**src/rtl/cfu_pkg.sv**
```systemverilog
package cfu_pkg;
    localparam int NFLAG_DEF = 32;
    localparam int IW_DEF    = 24;
    localparam int AW_DEF    = 48;
    localparam int NRD_DEF   = 4;

    typedef enum logic [2:0] {
        OP_NOP   = 3'd0,
        OP_CGE   = 3'd1,
        OP_CEQ   = 3'd2,
        OP_CUGE  = 3'd3,
        OP_BOOL  = 3'd4,
        OP_IPICK = 3'd5,
        OP_APICK = 3'd6,
        OP_PLACE = 3'd7
    } cfu_op_e;

    typedef enum logic [2:0] {
        FN_AND  = 3'd0,
        FN_OR   = 3'd1,
        FN_XOR  = 3'd2,
        FN_XNOR = 3'd3,
        FN_ANDN = 3'd4,
        FN_ORN  = 3'd5,
        FN_NOR  = 3'd6,
        FN_NAND = 3'd7
    } cfu_fn_e;

    typedef struct packed {
        logic eq;
        logic sge;
        logic uge;
    } cmp_res_t;

    typedef struct packed {
        logic we;
        logic val;
    } flag_wr_t;

    function automatic logic bool2(cfu_fn_e f, logic a, logic b);
        case (f)
            FN_AND:  return a & b;
            FN_OR:   return a | b;
            FN_XOR:  return a ^ b;
            FN_XNOR: return ~(a ^ b);
            FN_ANDN: return a & ~b;
            FN_ORN:  return a | ~b;
            FN_NOR:  return ~(a | b);
            default: return ~(a & b);
        endcase
    endfunction
endpackage

```
**src/rtl/cfu_compare.sv**
```systemverilog
module cfu_compare
    import cfu_pkg::*;
#(
    parameter int IW = IW_DEF
) (
    input  logic [IW-1:0] lhs_i,
    input  logic [IW-1:0] rhs_i,
    output cmp_res_t      res_o
);
    always_comb begin
        res_o.eq  = (lhs_i == rhs_i);
        res_o.sge = ($signed(lhs_i) >= $signed(rhs_i));
        res_o.uge = (lhs_i >= rhs_i);
    end

    // Equal operands satisfy both ordered relations.
    always_comb begin
        if (res_o.eq) begin
            p_eq_implies_ge_r3: assert (res_o.sge && res_o.uge);
        end
    end
endmodule

```
**src/rtl/cfu_bool.sv**
```systemverilog
module cfu_bool
    import cfu_pkg::*;
(
    input  logic [2:0] fn_i,
    input  logic       a_i,
    input  logic       b_i,
    output logic       y_o
);
    assign y_o = bool2(cfu_fn_e'(fn_i), a_i, b_i);
endmodule

```
**src/rtl/cfu_bit_pick.sv**
```systemverilog
module cfu_bit_pick #(
    parameter int W  = 24,
    parameter int SW = 6
) (
    input  logic [W-1:0]  word_i,
    input  logic [SW-1:0] sel_i,
    output logic          bit_o
);
    always_comb begin
        bit_o = 1'b0;
        for (int i = 0; i < W; i++) begin
            if (sel_i == SW'(i)) bit_o = word_i[i];
        end
    end
endmodule

```
**src/rtl/cfu_bit_place.sv**
```systemverilog
module cfu_bit_place #(
    parameter int W  = 24,
    parameter int SW = 6
) (
    input  logic [W-1:0]  word_i,
    input  logic [SW-1:0] sel_i,
    input  logic          ins_i,
    output logic [W-1:0]  word_o
);
    for (genvar g = 0; g < W; g++) begin : g_bit
        assign word_o[g] = (sel_i == SW'(g)) ? ins_i : word_i[g];
    end
endmodule

```
**src/rtl/cfu_flag_file.sv**
```systemverilog
module cfu_flag_file
    import cfu_pkg::*;
#(
    parameter int NFLAG = NFLAG_DEF,
    parameter int NRD   = NRD_DEF,
    localparam int FIW  = $clog2(NFLAG)
) (
    input  logic                     clk,
    input  logic                     rst,
    input  flag_wr_t                 wr_i,
    input  logic [FIW-1:0]           widx_i,
    input  logic [NRD-1:0][FIW-1:0]  rd_idx_i,
    output logic [NRD-1:0]           rd_val_o,
    output logic [NFLAG-1:0]         flags_o
);
    logic [NFLAG-1:0] q;

    always_ff @(posedge clk) begin
        if (rst)          q <= '0;
        else if (wr_i.we) q[widx_i] <= wr_i.val;
    end

    for (genvar g = 0; g < NRD; g++) begin : g_rd
        assign rd_val_o[g] = q[rd_idx_i[g]];
    end

    assign flags_o = q;

    p_reset_clears_r1: assert property (@(posedge clk) rst |=> (q == '0));

    p_write_lands_r10: assert property (@(posedge clk) disable iff (rst)
        wr_i.we |=> (q[$past(widx_i)] == $past(wr_i.val)));

    p_single_change_r10: assert property (@(posedge clk) disable iff (rst)
        !$past(rst) |-> ($countones(q ^ $past(q)) <= 1));
endmodule

```
**src/rtl/cond_flag_unit.sv**
```systemverilog
module cond_flag_unit
    import cfu_pkg::*;
#(
    parameter int NFLAG = NFLAG_DEF,
    parameter int IW    = IW_DEF,
    parameter int AW    = AW_DEF,
    localparam int FIW  = $clog2(NFLAG),
    localparam int BSW  = $clog2(AW)
) (
    input  logic             clk,
    input  logic             rst,
    input  logic [2:0]       op_i,
    input  logic [2:0]       fn_i,
    input  logic [FIW-1:0]   dst_idx,
    input  logic [FIW-1:0]   sa_idx,
    input  logic [FIW-1:0]   sb_idx,
    input  logic [IW-1:0]    word_a_i,
    input  logic [IW-1:0]    word_b_i,
    input  logic             imm_en_i,
    input  logic [IW-1:0]    imm_i,
    input  logic [AW-1:0]    arith_i,
    input  logic [BSW-1:0]   bit_sel_i,
    input  logic [FIW-1:0]   rd_a_idx,
    input  logic [FIW-1:0]   rd_b_idx,
    output logic [NFLAG-1:0] flags_o,
    output logic             rd_a_o,
    output logic             rd_b_o,
    output logic [IW-1:0]    word_o
);
    localparam int NRD = 4;

    cfu_op_e                  op;
    cmp_res_t                 cmp;
    flag_wr_t                 wr;
    logic [IW-1:0]            rhs;
    logic [NRD-1:0][FIW-1:0]  rd_idx;
    logic [NRD-1:0]           rd_val;
    logic                     bool_y;
    logic                     ipick;
    logic                     apick;

    assign op     = cfu_op_e'(op_i);
    assign rhs    = imm_en_i ? imm_i : word_b_i;
    // Ports 0 and 1 face outward; 2 and 3 feed the Boolean sources.
    assign rd_idx = {sb_idx, sa_idx, rd_b_idx, rd_a_idx};
    assign rd_a_o = rd_val[0];
    assign rd_b_o = rd_val[1];

    cfu_compare #(.IW(IW)) u_cmp (
        .lhs_i (word_a_i),
        .rhs_i (rhs),
        .res_o (cmp)
    );

    cfu_bool u_bool (
        .fn_i (fn_i),
        .a_i  (rd_val[2]),
        .b_i  (rd_val[3]),
        .y_o  (bool_y)
    );

    cfu_bit_pick #(.W(IW), .SW(BSW)) u_ipick (
        .word_i (word_a_i),
        .sel_i  (bit_sel_i),
        .bit_o  (ipick)
    );

    cfu_bit_pick #(.W(AW), .SW(BSW)) u_apick (
        .word_i (arith_i),
        .sel_i  (bit_sel_i),
        .bit_o  (apick)
    );

    cfu_bit_place #(.W(IW), .SW(BSW)) u_place (
        .word_i (word_a_i),
        .sel_i  (bit_sel_i),
        .ins_i  (rd_val[2]),
        .word_o (word_o)
    );

    always_comb begin
        wr = '{we: 1'b0, val: 1'b0};
        case (op)
            OP_CGE:   wr = '{we: 1'b1, val: cmp.sge};
            OP_CEQ:   wr = '{we: 1'b1, val: cmp.eq};
            OP_CUGE:  wr = '{we: 1'b1, val: cmp.uge};
            OP_BOOL:  wr = '{we: 1'b1, val: bool_y};
            OP_IPICK: wr = '{we: 1'b1, val: ipick};
            OP_APICK: wr = '{we: 1'b1, val: apick};
            default:  wr = '{we: 1'b0, val: 1'b0};
        endcase
    end

    cfu_flag_file #(.NFLAG(NFLAG), .NRD(NRD)) u_file (
        .clk      (clk),
        .rst      (rst),
        .wr_i     (wr),
        .widx_i   (dst_idx),
        .rd_idx_i (rd_idx),
        .rd_val_o (rd_val),
        .flags_o  (flags_o)
    );

    // No-write operations keep the whole vector (R9 place, R11 idle).
    p_hold_r11: assert property (@(posedge clk) disable iff (rst)
        ((op == OP_NOP) || (op == OP_PLACE)) |=> $stable(flags_o));
endmodule

```
**config.mk**
```make
export PLATFORM = sky130hd
export DESIGN_NAME = cond_flag_unit
export DESIGN_NICKNAME = d
export VERILOG_FILES = /design/src/rtl/cfu_pkg.sv /design/src/rtl/cfu_compare.sv /design/src/rtl/cfu_bool.sv /design/src/rtl/cfu_bit_pick.sv /design/src/rtl/cfu_bit_place.sv /design/src/rtl/cfu_flag_file.sv /design/src/rtl/cond_flag_unit.sv
export SDC_FILE = /design/constraint.sdc
export NUM_CORES = 1
export LEC_CHECK = 0
export ABC_AREA = 1
export BUFFER_PORTS_ARGS = -buffer_cell sky130_fd_sc_hd__buf_2
export CORE_MARGIN = 2
export CORE_UTILIZATION = 31
export DETAILED_ROUTE_END_ITERATION = 8
export GPL_TIMING_DRIVEN = 0
export PLACE_DENSITY = 0.67
export SLEW_MARGIN = 20
export SYNTH_ARGS = -nofsm -noshare
export SYNTH_HDL_FRONTEND = slang
export SYNTH_HIERARCHICAL = 1
export SYNTH_SLANG_ARGS = --single-unit
export TNS_END_PERCENT = 50
```
**constraint.sdc**
```tcl
create_clock -name clk -period 3.8 [get_ports clk]
set_input_delay 0.19 -clock clk [delete_from_list [all_inputs] [get_ports clk]]
set_output_delay 0.19 -clock clk [all_outputs]
set_load 0.02 [all_outputs]
```
==> flow_summary.toml, run 1 <==
[power_and_ir_drop]
p_seq_frac = 0.253
intPower_uw = 837
power_uw = 1360
switching_share = 0.384
total_leakage_power_uw = 0.00384
comb_power_share = 0.458
peakVddDrop_v = 0.000147
clockPowerShare = 0.289
switching_power_uw = 522
power.density_mw_per_mm2 = 187

[floorplan]
placementRows = 49
ios = 218
die_x_um = 140
die_area_mm2 = 0.0197
start_util = 0.319
fp.coreArea_mm2 = 0.0181
die_y_um = 140

[sta]
tns_ns = 0
finalSetupViolations = 0
setup_slack_ns = 0.358
period_share = 0.906
whs_ns = 0.146
period_minus_slack_ns = 3.44
clock_skew_ns = 0.00228
hold_violations = 0
tightest_slew_ns = 0.510
fmax_ghz = 0.291
grt_setup_unrepaired = "no"
maxSlewHeadroom = 0.657
slew_violations = 0

[clocking]
cts_setup_buffers = 0
root_buffer = "clkbuf_16"
htreeDepth = 2
cts.sink_count = 32
clock_latency_ns = 0.27
cts-buffers-inserted = 5
cts_tree = "built"
clk_path_buf_depth = 2
clkTransAtPathRegs_ns = 0.05

[synth]
synth_edf_count = 0
async_reset_ff_frac = 0
ys_ff_latch = 32
synthCells = 1032
seq_area_frac_synth = 0.111
ys_warn_count = 6
synthFlopType = "dfxtp_1"
synth_fp_nets = 1220
netlist_area_mm2 = 0.00577
avgSynthCellArea_um2 = 5.59
yosys.cell_types.count = 39

[worst_setup_path]
worstPathMaxFanout = 16
path_common_cell = "nand2_1"
required_ns = 3.94
slowest_stage = "clkbuf_4"
cp-start-kind = "input pin"
worstPathArrival_ns = 3.58
critPathCaptureType = "flop"
crit_type = "in2reg"
path_buf_inv = 4
cp_top_family = "simple AND/OR/NAND/NOR gates"
slowest_delay_ns = 0.22

[cells_and_area]
final_core_util = 0.403
synthToLayoutAreaGrowth_pct = 26.4
fill_cells = 1977
drive_gt1_frac = 0.275
largest_reg_flops = 32
final_nets = 1435

[status]
status = "finished, final reports clean"

[drt]
viasPerCell = 5.21
drc = 0
drtPass1Iterations = 6
vias = 7701
wl_per_cell_um = 14.6
wl_um = 21600
ant_nets = 0
initialDrtViolationCount = 726

[global_route]
grt_start_max_net_pins = 17
use_met2 = 0.345
track_usage = 0.206
grt_pass1_wl_um = 33600
antenna_found_initial = 2
grt_pass1_vias = 6801
use_met1 = 0.271
gr-total-overflow = 0
grt-busiest-layer = "met2"
met3_usage = 0.0349

[run]
drv_cap = 0

[placement]
finalWeightedCongestion = 0.917
hpwlAfterDp_um = 17100
post-place-ws_ns = -0.149
numPortBuffers = 208

[hold_path]
hp-class = "in2reg"
-- final timing paths --
kind,start,to,slack (ns),cells past startpoint
max,bit_sel_i[0],u_file/flags_o[0]$_SDFFE_PP0P_,0.36,35
min,rst,u_file/flags_o[17]$_SDFFE_PP0P_,0.15,2
max reg2reg,u_file/flags_o[29]$_SDFFE_PP0P_,u_file/flags_o[0]$_SDFFE_PP0P_,0.81,24
min reg2reg,u_file/flags_o[22]$_SDFFE_PP0P_,u_file/flags_o[22]$_SDFFE_PP0P_,0.61,2
-- synthesized netlist by cell type (3+ instances only) --
cell type	number	area (um^2)
nand2_1	334	1250
mux2_4	20	300
mux2_2	4	45.0
or2_4	3	26.3
buf_2	7	35.0
nor2_2	16	100
o21ai_0	33	165
buf_6	14	158
nor3_1	6	30.0
nand3_1	231	1160
nand3_2	4	40.0
ha_1	28	350
nand4_1	29	181
inv_1	115	432
inv_6	3	26.3
dfxtp_1	32	641
nor2_4	6	67.6
clkbuf_1	7	26.3
a21oi_1	40	200
inv_2	20	75.1
nand2_2	8	50.1
a31o_2	5	43.8
a31oi_1	3	18.8
nor2_1	47	176
-- routing by layer --
metal | up-vias | part of all wire
li1 | 3820 | -
met5 | - | 0
met4 | 0 | 0.028
met3 | 60 | 0.096
met1 | 3418 | 0.41
met2 | 403 | 0.47
-- stage by stage --
step           cell area [um^2]  instances
2_1_floorplan              5770       1032
3_3_place_gp               7100       1469
3_5_place_dp               7100       1469
4_1_cts                    7250       1477
5_1_grt                    7290       1478
6_report                   7290       1478
-- repair_timing --
action / in CTS / in global routing
endpoints found under the hold margin: 0 / 0
setup endpoints to repair: 0 / 32
gates resized for setup: 0 / 24
hold buffers: 0 / 0
-- area by class of cell --
type,instances,area [um^2],area share
multi-input combinational,827,4310,0.591
buffer,34,303,0.0415
sequential,32,641,0.0879
timing repair buffer,208,1060,0.145
clock inverter,2,10.0,0.00137
antenna,1,2.50,0.000343
inverter,139,544,0.0747
clock buffer,6,139,0.0191
tap,229,287,0.0393
-- power by group through the flow --
stage | Combinational, uW | Clock (uW) | Sequential [uW]
4_1_cts | 613 | 398 | 344
5_1_grt | 692 | 412 | 344
2_1_floorplan | 387 | 0 | 351
3_3_place_gp | 605 | 0 | 351
3_5_place_dp | 610 | 0 | 351
6_report | 622 | 393 | 344
-- cells by family (layout without fill, tap and decap cells) --
kind of cell,count (synthesis),in the layout,synth area share
AND/OR/NAND/NOR,691,691,0.544
multiplexers,24,24,0.0599
buffers and inverters,173,389,0.146
flip-flops,32,32,0.111
AO/OA/AOI/OAI,84,84,0.0787
adder cells (fa/ha/maj),28,28,0.0607
other,0,1,0
-- layout by cell type (no fill, tap or decap), types with 2 or more instances in the layout --
cell type	n
buf_6	16
nand3_1	230
nor2_2	17
inv_2	20
a21oi_1	40
nand2_1	333
mux2_2	4
mux2_4	20
clkbuf_8	2
o21ai_0	33
buf_4	3
ha_1	28
inv_1	115
nand4_1	29
buf_2	213
nand3_2	5
nor2_4	7
or2_4	3
clkinv_2	2
clkbuf_1	4
nor3_1	6
a31oi_1	3
dfxtp_1	32
buf_12	2
nor2_1	45
nand2_2	9
a31o_2	5
clkbuf_16	5
clkbuf_4	2
inv_6	3
Power figures use the tool's default switching activity.
==> run 2, diff against run 1 <==
==> constraint.sdc (replaced) <==
create_clock -name clk -period 3.8 [get_ports clk]
set_input_delay 0.38 -clock clk [delete_from_list [all_inputs] [get_ports clk]]
set_output_delay 0.38 -clock clk [all_outputs]
set_load 0.02 [all_outputs]
==> flow_summary.toml, run 2 (synthesis results as in run 1) <==
[power_and_ir_drop]
peakVddDrop_v = 0.000152
intPower_uw = 871
switching_share = 0.387
power.density_mw_per_mm2 = 185
total_leakage_power_uw = 0.00394
switching_power_uw = 550
p_seq_frac = 0.242
clockPowerShare = 0.278
comb_power_share = 0.480

[floorplan]
die_y_um = 140
placementRows = 49
die_x_um = 140
fp.coreArea_mm2 = 0.0181
die_area_mm2 = 0.0197
start_util = 0.319
ios = 218

[drt]
drc = 0
drtPass1Iterations = 8
wl_per_cell_um = 14.8
wl_um = 22100
vias = 7850
initialDrtViolationCount = 812
viasPerCell = 5.26
ant_nets = 0

[sta]
period_share = 0.941
grt_setup_unrepaired = "yes"
fmax_ghz = 0.280
tightest_slew_ns = 0.594
period_minus_slack_ns = 3.58
clock_skew_ns = 0.00107
maxSlewHeadroom = 0.604
slew_violations = 0
setup_slack_ns = 0.224
hold_violations = 0
finalSetupViolations = 0
whs_ns = 0.338

[global_route]
use_met1 = 0.271
antenna_found_initial = 2
use_met2 = 0.345
track_usage = 0.206
grt_pass1_vias = 6812
grt_start_max_net_pins = 17
gr-total-overflow = 0
met3_usage = 0.0349
grt-busiest-layer = "met2"
grt_pass1_wl_um = 33600

[worst_setup_path]
cp_top_family = "simple AND/OR/NAND/NOR gates"
crit_type = "in2reg"
cp-start-kind = "input pin"
critPathCaptureType = "flop"
worstPathArrival_ns = 3.71
slowest_stage = "or2_0"
worstPathMaxFanout = 8
path_common_cell = "nand2_1"
required_ns = 3.94
path_buf_inv = 5
slowest_delay_ns = 0.22

[cells_and_area]
final_common_cell = "nand2_1"
final_cell_mix = "nand2_1, buf_2, nand3_1, inv_1, nor2_1"
regArea_um2 = 641
largest_reg_flops = 32
drive_gt1_frac = 0.320
fill_cells = 1912
final_nets = 1448
synthToLayoutAreaGrowth_pct = 33.4
fin_cells = 1491
design_area_mm2 = 0.00770
multiInputGateArea_mm2 = 0.00453

[clocking]
cts.sink_count = 32
clk_path_buf_depth = 2
cts-buffers-inserted = 5
clkTransAtPathRegs_ns = 0.05
root_buffer = "clkbuf_16"
htreeDepth = 2
clock_latency_ns = 0.27
cts_tree = "built"
cts_hold_buf = 0

[placement]
post-place-ws_ns = -0.339
dp.cells = 1469
finalWeightedCongestion = 0.917
placed_cell_area_mm2 = 0.00710
numPortBuffers = 208
hpwlAfterDp_um = 17100

[hold_path]
hp-class = "in2reg"

[status]
status = "finished, final reports clean"

[run]
drv_cap = 0
-- run 2: cell count changes in the layout (fill, tap and decap cells not counted), sizes merged --
cell    before  now
clkbuf      13   12
buf        234  248
-- run 2: path summary, 6_finish.rpt --
check / from / to / slack [ns] / cells past startpoint
max: bit_sel_i[1] / u_file/flags_o[11]$_SDFFE_PP0P_ / 0.22 / 36
max reg2reg: u_file/flags_o[29]$_SDFFE_PP0P_ / u_file/flags_o[11]$_SDFFE_PP0P_ / 0.85 / 23
min: rst / u_file/flags_o[17]$_SDFFE_PP0P_ / 0.34 / 2
min reg2reg: u_file/flags_o[19]$_SDFFE_PP0P_ / u_file/flags_o[19]$_SDFFE_PP0P_ / 0.61 / 2
-- run 2: layout make-up --
type	count	share of cell area
clock buffers	6	0.0180
plain buffers	34	0.0419
multi-input cells	827	0.588
diodes	1	0.000325
clock inverters	2	0.00130
flip-flops and latches	32	0.0832
inverters	139	0.0714
repair buffers	221	0.158
well taps	229	0.0372
-- run 2: layer usage --
metal	up-vias	part of all wire	wire length, um
met4	0	0.025	550
met3	57	0.092	2030
met2	423	0.48	10600
met5	-	0	0
li1	3854	-	-
met1	3516	0.41	8970
-- run 2: worst register-to-register path, cell delays in order (launching register included) --
cell and delay (ns):
dfxtp_1 0.56, nand2_1 0.09, nand3_1 0.09, nand3_1 0.07, nand2_1 0.06, nand2_1 0.04, nand2_1 0.06, nand2_1 0.04
nand2_1 0.27, inv_1 0.11, ha_1 0.30, inv_1 0.05, nand2_1 0.05, nand3_1 0.08, nand3_1 0.07, nand2_1 0.08
inv_1 0.04, nand2_1 0.05, nand2_1 0.05, nand2_1 0.10, nand3_4 0.18, clkbuf_16 0.22, nand3_2 0.07, a21oi_1 0.06
-- run 2: per-stage QoR --
| step | TNS [ns] | util | power [uW] |
|---|---|---|---|
| after floorplan | 0 | - | 738 |
| after global placement | -9.52 | 0.392 | 955 |
| after detailed placement | -9.63 | 0.392 | 961 |
| after CTS | 0 | 0.401 | 1360 |
| after global routing | -1.29 | 0.426 | 1510 |
| final | 0 | 0.426 | 1420 |
-- run 2: power by group through the flow --
stage,logic (uW),registers [uW],clock network [uW]
after floorplan,387,351,0
after global placement,605,351,0
after detailed placement,610,351,0
after CTS,616,344,398
after global routing,752,344,412
final,682,344,395
-- run 2: what timing repair did --
item,4_1_cts,5_1_grt
cloned,0,3
gates resized for setup,7,84
pin swaps,0,44
buffers inserted,0,10
endpoints found under the setup margin,30,32
==> run 3, diff against run 2 <==
--- a/config.mk
+++ b/config.mk
@@ -9,12 +9,12 @@
 export BUFFER_PORTS_ARGS = -buffer_cell sky130_fd_sc_hd__buf_2
 export CORE_MARGIN = 2
 export CORE_UTILIZATION = 31
+export CTS_BUF_LIST = sky130_fd_sc_hd__clkbuf_16
 export DETAILED_ROUTE_END_ITERATION = 8
 export GPL_TIMING_DRIVEN = 0
-export PLACE_DENSITY = 0.67
+export PLACE_DENSITY = 0.58
 export SLEW_MARGIN = 20
 export SYNTH_ARGS = -nofsm -noshare
 export SYNTH_HDL_FRONTEND = slang
 export SYNTH_HIERARCHICAL = 1
 export SYNTH_SLANG_ARGS = --single-unit
-export TNS_END_PERCENT = 50
==> flow_summary.toml, run 3 (synthesis results as in run 1) <==
[floorplan]
die_x_um = 140
die_area_mm2 = 0.0197
fp.coreArea_mm2 = 0.0181
placementRows = 49
die_y_um = 140
start_util = 0.319
ios = 218

[power_and_ir_drop]
intPower_uw = 847
switching_power_uw = 543
peakVddDrop_v = 0.000143
power.density_mw_per_mm2 = 184
total_leakage_power_uw = 0.00392
clockPowerShare = 0.268
comb_power_share = 0.484
p_seq_frac = 0.248
power_uw = 1390
switching_share = 0.391

[cells_and_area]
final_cell_mix = "nand2_1, nand3_1, buf_2, inv_1, nor2_1"
synthToLayoutAreaGrowth_pct = 30.8
largest_reg_flops = 32
final_common_cell = "nand2_1"
final_core_util = 0.417
drive_gt1_frac = 0.294
fin_cells = 1489
final_nets = 1446

[drt]
wl_um = 22800
vias = 7610
initialDrtViolationCount = 567
ant_nets = 0
wl_per_cell_um = 15.3
drc = 0
drtPass1Iterations = 8
viasPerCell = 5.11

[sta]
fmax_ghz = 0.282
whs_ns = 0.351
maxSlewHeadroom = 0.656
setup_slack_ns = 0.254
hold_violations = 0
grt_setup_unrepaired = "yes"
clock_skew_ns = 0.00416
finalSetupViolations = 0
slew_violations = 0
tightest_slew_ns = 0.516
period_minus_slack_ns = 3.55
period_share = 0.933

[placement]
post-place-ws_ns = -0.510
numPortBuffers = 208
dp.cells = 1469
finalWeightedCongestion = 0.881
hpwlAfterDp_um = 17800

[clocking]
clkTransAtPathRegs_ns = 0.05
htreeDepth = 2
clk_path_buf_depth = 2
clock_latency_ns = 0.27
cts_hold_buf = 0
cts.sink_count = 32
cts-buffers-inserted = 5
cts_tree = "built"
root_buffer = "clkbuf_16"

[worst_setup_path]
slowest_delay_ns = 0.20
required_ns = 3.94
startpoint = "bit_sel_i[1]"
crit_type = "in2reg"
slowest_stage = "buf_4"
cp-start-kind = "input pin"
path_common_cell = "nand2_1"
worstPathMaxFanout = 8
r2r_start = "u_file/flags_o[1]$_SDFFE_PP0P_"
critPathCaptureType = "flop"
worstPathArrival_ns = 3.68

[status]
status = "finished, final reports clean"

[global_route]
antenna_found_initial = 2
track_usage = 0.215
grt_start_max_net_pins = 17
grt_pass1_vias = 6738
grt_pass1_wl_um = 34800
gr-total-overflow = 0

[run]
drv_cap = 0

[hold_path]
hp-class = "in2reg"
hold_start = "rst"
-- run 3: cell count changes in the layout (fill, tap and decap cells not counted), moves of 2 or more --
cell      before  now
nand3_1      201  219
nand3_2       32   14
a21oi_1       26   37
a21oi_2       14    3
buf_6         18   16
clkinv_2       2    0
-- run 3: critical path: cells and delay by family --
kind	cells	cell delay [ns]
buffers and inverters	5	0.48
AO/OA/AOI/OAI	1	0.08
AND/OR/NAND/NOR	30	2.73
-- run 3: layout make-up --
| type | instances | area [um^2] |
|---|---|---|
| clock buffers | 5 | 125 |
| well taps | 229 | 287 |
| plain buffers | 34 | 323 |
| multi-input cells | 827 | 4400 |
| inverters | 139 | 552 |
| fillers | 2015 | 10500 |
| flip-flops and latches | 32 | 641 |
| clock inverters | 3 | 15.0 |
| repair buffers | 219 | 1200 |
| diodes | 1 | 2.50 |
-- run 3: stage by stage --
step	cell area, um^2	TNS (ns)
after floorplan	5770	0
after global placement	7100	-15.99
after detailed placement	7100	-14.71
after CTS	7260	0
after global routing	7550	-3.24
final	7550	0
-- run 3: final timing paths --
kind                                endpoint  slack [ns]  cells after the start
max reg2reg  u_file/flags_o[13]$_SDFFE_PP0P_        0.77                     24
min reg2reg   u_file/flags_o[6]$_SDFFE_PP0P_        0.59                      2
max          u_file/flags_o[13]$_SDFFE_PP0P_        0.25                     36
min          u_file/flags_o[17]$_SDFFE_PP0P_        0.35                      2
-- run 3: repair_timing --
action / CTS / global route
buffers inserted: 0 / 8
pin swaps: 0 / 15
setup endpoints to repair: 30 / 32
gates resized for setup: 10 / 51
cloned: 0 / 3
-- run 3: power groups by stage --
stage          sequential [uW]  clock (uW)  combinational (uW)
6_report                   344         373                 673
5_1_grt                    344         394                 747
4_1_cts                    344         378                 625
3_5_place_dp               351           0                 618
3_3_place_gp               351           0                 618
2_1_floorplan              351           0                 387
-- run 3: routing by layer --
metal  up-vias  track usage  part of all wire
met4         2       0.0489             0.021
met2       334        0.360              0.46
li1       3855            -                 -
met5         -            0           0.00057
met3        41       0.0239             0.085
met1      3378        0.298              0.43
